[config.mk]
export PLATFORM = sky130hd
export DESIGN_NAME = wr_order_gate
export DESIGN_NICKNAME = d
export VERILOG_FILES = /design/src/rtl/wog_pkg.sv /design/src/rtl/wog_cfg_reg.sv /design/src/rtl/wog_pending_ctr.sv /design/src/rtl/wog_order_rule.sv /design/src/rtl/wr_order_gate.sv
export SDC_FILE = /design/constraint.sdc
export NUM_CORES = 1
export LEC_CHECK = 0
export BUFFER_PORTS_ARGS = -buffer_cell sky130_fd_sc_hd__buf_2
export CORE_MARGIN = 10
export CORE_UTILIZATION = 37
export DETAILED_ROUTE_END_ITERATION = 10
export PLACE_DENSITY = 0.83
export SYNTH_ARGS = -nofsm -noshare
export SYNTH_HDL_FRONTEND = slang
export SYNTH_SLANG_ARGS = --single-unit
export TNS_END_PERCENT = 10
[constraint.sdc]
create_clock -name clk -period 2.3 [get_ports clk]
set_input_delay 0 -clock clk [delete_from_list [all_inputs] [get_ports clk]]
set_output_delay 0 -clock clk [all_outputs]
set_load 0.005 [all_outputs]
[src/rtl/wog_pkg.sv]
`timescale 1ns/100ps
// Shared types of the inbound write ordering gate.
// Assumes two-bit mode encoding; the codes are behaviour and must not move.
package wog_pkg;
    typedef enum logic [1:0] {
        VC1M_RSVD     = 2'b00,
        VC1M_SERIAL   = 2'b01,
        VC1M_TAGDRAIN = 2'b10,
        VC1M_BYRO     = 2'b11
    } vc1_mode_e;

    typedef struct packed {
        logic      ro_ovr;
        vc1_mode_e vc1_mode;
    } gate_cfg_t;

    localparam int VC_W = 2;
    localparam logic [VC_W-1:0] VC_ZERO = 2'd0;
    localparam logic [VC_W-1:0] VC_ONE  = 2'd1;
endpackage

[src/rtl/wog_cfg_reg.sv]
`timescale 1ns/100ps
// Holds the ordering configuration.
// Loads on cfg_we and takes effect the following cycle.
// Assumes the strobe is only pulsed while no ordering-sensitive traffic is in flight.
module wog_cfg_reg
    import wog_pkg::*;
(
    input  logic       clk,
    input  logic       rst_n,
    input  logic       cfg_we,
    input  logic       cfg_ro_ovr,
    input  logic [1:0] cfg_vc1_mode,
    output gate_cfg_t  cfg
);
    // Configuration storage with the documented reset values.
    always_ff @(posedge clk) begin
        if (!rst_n) begin
            cfg.ro_ovr   <= 1'b1;
            cfg.vc1_mode <= VC1M_SERIAL;
        end else if (cfg_we) begin
            cfg.ro_ovr   <= cfg_ro_ovr;
            cfg.vc1_mode <= vc1_mode_e'(cfg_vc1_mode);
        end
    end

    a_r1_reset_cfg: assert property (@(posedge clk)
        $rose(rst_n) |-> (cfg.ro_ovr && cfg.vc1_mode == VC1M_SERIAL));
endmodule

[src/rtl/wog_pending_ctr.sv]
`timescale 1ns/100ps
// Counts issued writes that are not yet globally observed.
// Assumes the caller never increments when full.
// A pulse with nothing pending is dropped.
module wog_pending_ctr #(
    parameter int MAX_OUT = 15,
    localparam int CNT_W  = $clog2(MAX_OUT + 1)
) (
    input  logic             clk,
    input  logic             rst_n,
    input  logic             inc,
    input  logic             dec,
    output logic [CNT_W-1:0] cnt,
    output logic             empty,
    output logic             full
);
    localparam logic [CNT_W-1:0] CNT_MAX = CNT_W'(MAX_OUT);
    logic dec_ok;

    // Drop an observation pulse that has nothing to retire.
    always_comb dec_ok = dec && (cnt != '0);

    // Up/down pending counter.
    always_ff @(posedge clk) begin
        if (!rst_n) begin
            cnt <= '0;
        end else begin
            case ({inc, dec_ok})
                2'b10:   cnt <= cnt + CNT_W'(1);
                2'b01:   cnt <= cnt - CNT_W'(1);
                default: cnt <= cnt;
            endcase
        end
    end

    // Derived flags for the ordering rule.
    always_comb begin
        empty = (cnt == '0);
        full  = (cnt == CNT_MAX);
    end

    a_r2_no_overflow: assert property (@(posedge clk) disable iff (!rst_n)
        cnt <= CNT_MAX);
    a_r2_count_up: assert property (@(posedge clk) disable iff (!rst_n)
        (inc && !dec) |=> cnt == $past(cnt) + CNT_W'(1));
    a_r2_count_hold: assert property (@(posedge clk) disable iff (!rst_n)
        (inc && dec) |=> $stable(cnt));
endmodule

[src/rtl/wog_order_rule.sv]
`timescale 1ns/100ps
// Combinational ordering decision for the write at the input.
// Works out the effective RO and whether the write needs a full drain first.
// Assumes the pending counter supplies its empty and full flags.
module wog_order_rule
    import wog_pkg::*;
#(
    parameter int               TAG_W     = 8,
    parameter logic [TAG_W-1:0] DRAIN_TAG = 'h21
) (
    input  gate_cfg_t        cfg,
    input  logic [VC_W-1:0]  vc,
    input  logic             ro,
    input  logic             snoop,
    input  logic [TAG_W-1:0] tag,
    input  logic             empty,
    input  logic             full,
    output logic             eff_ro,
    output logic             may_go
);
    logic need_drain;

    // Effective RO: snooped writes ignore it, the override clears it on channel 0.
    always_comb eff_ro = ro && !snoop && !((vc == VC_ZERO) && cfg.ro_ovr);

    // Per-channel rule on whether all earlier writes must be observed first.
    always_comb begin
        if (vc == VC_ZERO) begin
            need_drain = !eff_ro;
        end else if (vc == VC_ONE) begin
            case (cfg.vc1_mode)
                VC1M_RSVD, VC1M_SERIAL: need_drain = 1'b1;
                VC1M_TAGDRAIN:          need_drain = (tag == DRAIN_TAG);
                VC1M_BYRO:              need_drain = !eff_ro;
                default:                need_drain = 1'b1;
            endcase
        end else begin
            need_drain = 1'b0;
        end
    end

    // Release when there is room and the drain condition, if any, holds.
    always_comb may_go = !full && (!need_drain || empty);
endmodule

[src/rtl/wr_order_gate.sv]
`timescale 1ns/100ps
// Inbound write ordering gate, top level.
// Issues each inbound posted write in the cycle it is accepted.
// It holds a write back until its channel's ordering rule is met.
// Assumes one go_pulse per issued write and a single in-order input stream.
module wr_order_gate
    import wog_pkg::*;
#(
    parameter int               TAG_W     = 8,
    parameter logic [TAG_W-1:0] DRAIN_TAG = 'h21,
    parameter int               MAX_OUT   = 15
) (
    input  logic             clk,
    input  logic             rst_n,
    input  logic             cfg_we,
    input  logic             cfg_ro_ovr,
    input  logic [1:0]       cfg_vc1_mode,
    input  logic             in_valid,
    output logic             in_ready,
    input  logic [1:0]       in_vc,
    input  logic             in_ro,
    input  logic             in_snoop,
    input  logic [TAG_W-1:0] in_tag,
    output logic             iss_valid,
    output logic [1:0]       iss_vc,
    output logic             iss_ro,
    output logic [TAG_W-1:0] iss_tag,
    input  logic             go_pulse
);
    localparam int CNT_W = $clog2(MAX_OUT + 1);

    gate_cfg_t        cfg;
    logic [CNT_W-1:0] pend_cnt;
    logic             pend_empty;
    logic             pend_full;
    logic             eff_ro;
    logic             may_go;

    wog_cfg_reg u_cfg (
        .clk          (clk),
        .rst_n        (rst_n),
        .cfg_we       (cfg_we),
        .cfg_ro_ovr   (cfg_ro_ovr),
        .cfg_vc1_mode (cfg_vc1_mode),
        .cfg          (cfg)
    );

    wog_order_rule #(.TAG_W(TAG_W), .DRAIN_TAG(DRAIN_TAG)) u_rule (
        .cfg    (cfg),
        .vc     (in_vc),
        .ro     (in_ro),
        .snoop  (in_snoop),
        .tag    (in_tag),
        .empty  (pend_empty),
        .full   (pend_full),
        .eff_ro (eff_ro),
        .may_go (may_go)
    );

    wog_pending_ctr #(.MAX_OUT(MAX_OUT)) u_pend (
        .clk   (clk),
        .rst_n (rst_n),
        .inc   (iss_valid),
        .dec   (go_pulse),
        .cnt   (pend_cnt),
        .empty (pend_empty),
        .full  (pend_full)
    );

    // Handshake and pass-through of the issued write.
    always_comb begin
        in_ready  = may_go;
        iss_valid = in_valid && may_go;
        iss_vc    = in_vc;
        iss_tag   = in_tag;
        iss_ro    = eff_ro;
    end

    a_r2_full_blocks: assert property (@(posedge clk) disable iff (!rst_n)
        (pend_cnt == CNT_W'(MAX_OUT)) |-> !in_ready);
    a_r3_serial_single: assert property (@(posedge clk) disable iff (!rst_n)
        (in_vc == VC_ONE && !cfg.vc1_mode[1] && pend_cnt != '0) |-> !in_ready);
    a_r7_override_clears: assert property (@(posedge clk) disable iff (!rst_n)
        (iss_valid && in_vc == VC_ZERO && cfg.ro_ovr) |-> !iss_ro);
    a_r5_drain_tag_waits: assert property (@(posedge clk) disable iff (!rst_n)
        (iss_valid && in_vc == VC_ONE && cfg.vc1_mode == VC1M_TAGDRAIN
         && in_tag == DRAIN_TAG) |-> pend_cnt == '0);
endmodule

==> metrics.yaml <==
setup_path:
  critPathArrivalTime_ns: 2.38
  worstSetupStartpoint: "u_pend.cnt[2]"
  critPathBufInv: 2
  cp_top_family: "compound AO/OA/AOI/OAI gates"
  reg2reg_slack_ns: 0.06
  max_stage_delay_ns: 0.38
  crit_top_cell: "o211a_1"
  startpoint_type: "flip-flop"
  r2r-start: "u_pend.cnt[2]"
  path_cells: "nand3_2, o211a_1, o211a_1, o21ai_1, ha_2, buf_4, inv_1, fa_1, xor2_1, o21ai_0, and2_1"
  crit_end: "u_pend.cnt[2]"
  crit_slowest_cell: "dfxtp_4"
  crit_cells: 11
  crit_path_end_kind: "flip-flop"
  crit_fanout: 4
  crit_type: "flip-flop to flip-flop"
  worstPathRequired_ns: 2.44
  rr_worst_depth: 11
  timing.rr.end: "u_pend.cnt[2]"
power:
  power_density_nw_per_um2: 848.3
  cellLeakagePower_nw: 0.3999
  power.internal_mw: 0.4385
  power_mw: 0.6984
  p_switching_mw: 0.2598
  ir_worst_vdd_mv: 0.5153
  power.share.combinational: 0.536
  clock_power_share: 0.161
  p_sw_frac: 0.3721
  seqPwrFrac: 0.303
timing:
  timing.final.crit_share: 0.9720
  drv_slew: 0
  fin_ws_ns: 0.06434
  timing.fmax_ghz: 0.4473
  skew_ns: 0.003688
  setup_viol: 0
  worst_pin_slew_ns: 0.3514
  rsz0062_at_grt: "true"
  finalHoldViolations: 0
  finalCriticalPeriod_ns: 2.236
  slew_headroom: 0.7624
placement:
  dp_hpwl_um: 1269
  place_congestion: 0.7795
  preCtsSetupSlack_ns: -0.03617
  placed_cell_area_um2: 709.4
  portBuffers: 32
  place_inst: 109
floorplanning:
  start_util: 0.3852
  io_pins: 33
  dieArea_um2: 3498
  die_w_um: 59.14
  core_region_area_um2: 1471
  die_y_um: 59.14
  num_rows: 14
route:
  drc: 0
  detail-route-antenna-nets: 0
  post_drt_wl_per_cell_um: 13.44
  first_pass_iters: 3
  vias_per_cell: 4.853
  drt-initial-drc-count: 1
  wirelength_um: 1559
  vias: 563
synthesis:
  syn_nets: 90
  ys_seq_elements: 7
  syn_area_per_cell_um2: 8.588
  ys_warn_count: 0
  syn-instance-count: 66
  syn-cell-area_um2: 566.8
  ys_seq_area_frac: 0.2472
  synth.distinct_cells: 27
clock_network:
  cts_tree: "built"
  clkSinkCount: 7
  clk_latency_ns: 0.25
  clk_root_buffer_cell: "clkbuf_4"
  cts_max_level: 1
  cts_made_buffers: 3
  cts_setup_buffers: 0
  clk_pin_slew_ns: 0.05
  clockBufferDepth: 2
global_routing:
  antenna_found_initial: 0
  grt_pass1_vias: 561
  grt_usage: 0.08383
  overflow: 0
  grt_max_degree: 9
  grt_pass1_wl_um: 2359
job:
  max_cap_violations: 0
hold_path:
  hp-class: "input port to flip-flop"
outcome:
  outcome: "finished, final reports clean"
layout:
  syn2layout_area_growth_pct: 45.25
  nets: 125
  finalInstanceArea_um2: 823.3
  drive_above_1_share: 0.5400
  multi_input_area_um2: 382.9
  num-fill-cells: 141
  fin_cells: 116
  diodes: 0
  seq_area_um2: 151.4
## per-layer routing
layer | vias up | wire length [um] | track usage | share of wire
met5 | - | 0 | 0 | 0
met4 | 0 | 0 | 0.009836 | 0
met3 | 0 | 284 | 0.08369 | 0.18
met2 | 30 | 718 | 0.1366 | 0.46
met1 | 247 | 556 | 0.07506 | 0.36
li1 | 286 | - | - | -
## power by group through the flow
stage          combinational, mW  sequential (mW)  clock (mW)
2_1_floorplan              0.228            0.183           0
3_3_place_gp               0.322            0.187           0
3_5_place_dp               0.332            0.189           0
4_1_cts                    0.340            0.188       0.117
5_1_grt                    0.420            0.220       0.126
6_report                   0.374            0.212       0.112
## worst min path at each step
stage | from | endpoint | slack [ns] | depth (start not counted)
3_3_place_gp | in_tag[5] | iss_tag[5] | 0.18 | 2
6_report | cfg_vc1_mode[1] | u_cfg.cfg[1] | 0.009 | 3
2_1_floorplan | rst_n | u_cfg.cfg[2] | 0.06 | 1
5_1_grt | cfg_we | u_cfg.cfg[0] | 0.03 | 2
4_1_cts | cfg_vc1_mode[1] | u_cfg.cfg[1] | 0.007 | 3
3_5_place_dp | in_tag[5] | iss_tag[5] | 0.18 | 2
## repair_timing
action,4_1_cts,5_1_grt
setup endpoints to repair,1,3
pin swaps,1,6
hold buffers,3,0
resized for setup,2,13
endpoints found under the hold margin,2,0
## stage by stage
stage / hold WS, ns / utilization / setup TNS, ns
5_1_grt: 0.03345 / 0.5595 / -0.1612
3_5_place_dp: 0.1806 / 0.4821 / -0.03617
6_report: 0.008647 / 0.5595 / 0
3_3_place_gp: 0.1825 / 0.4821 / 0
4_1_cts: 0.006682 / 0.5213 / 0
2_1_floorplan: 0.06194 / - / 0
## flip-flops by register name, summed over array words and instances, names as in the netlist
| name | count |
|---|---|
| u_pend.cnt | 4 |
| u_cfg.cfg | 3 |
## kinds of logic after synthesis
family,synth area share
and+or+nand+nor,0.2318
buffers and inverters,0.1589
AOI/OAI and AO/OA,0.1589
DFF,0.2472
muxes,0.07064
adders and majority gates,0.1016
xor gates and xnor gates,0.03091
## Yosys cell counts, drive strengths merged
cell type / count / area, um2
nor2b: 1 / 6.260
fa: 1 / 20.02
dfxtp: 7 / 140.1
nand2b: 2 / 12.51
o211a: 2 / 20.02
nor2: 3 / 11.26
a21boi: 1 / 7.510
o21a: 1 / 7.510
xor2: 1 / 8.760
o21ai: 5 / 25.02
and2: 3 / 18.77
or2: 1 / 6.260
xnor2: 1 / 8.760
nand2: 5 / 18.77
nor3: 2 / 10.01
nor4b: 3 / 32.53
nand3: 2 / 15.01
buf: 10 / 75.07
a21o: 1 / 8.760
mux2i: 4 / 40.04
ha: 3 / 37.54
inv: 4 / 15.01
o211ai: 1 / 7.510
a21oi: 2 / 13.76
## placed cells by master (no fill, tap or decap), types with 3 or more instances in the layout
master / instances
nand2_1: 5
dfxtp_2: 3
mux2i_1: 4
buf_4: 5
buf_2: 32
dlygate4sd3_1: 3
inv_1: 4
clkbuf_4: 3
o21ai_0: 3
nor2_1: 3
and2_1: 3
## worst min-delay path, cell delays in order
cell and delay [ns]:
buf_2 0.07, mux2i_1 0.06, nor2b_1 0.09
## layout make-up
type,instances,area share
Tap cell,16,0.02432
Timing Repair Buffer,40,0.2766
Inverter,4,0.01824
Sequential cell,7,0.1839
Clock buffer,4,0.03191
Multi-Input combinational cell,45,0.4650
(Power assumes the default switching activity.)
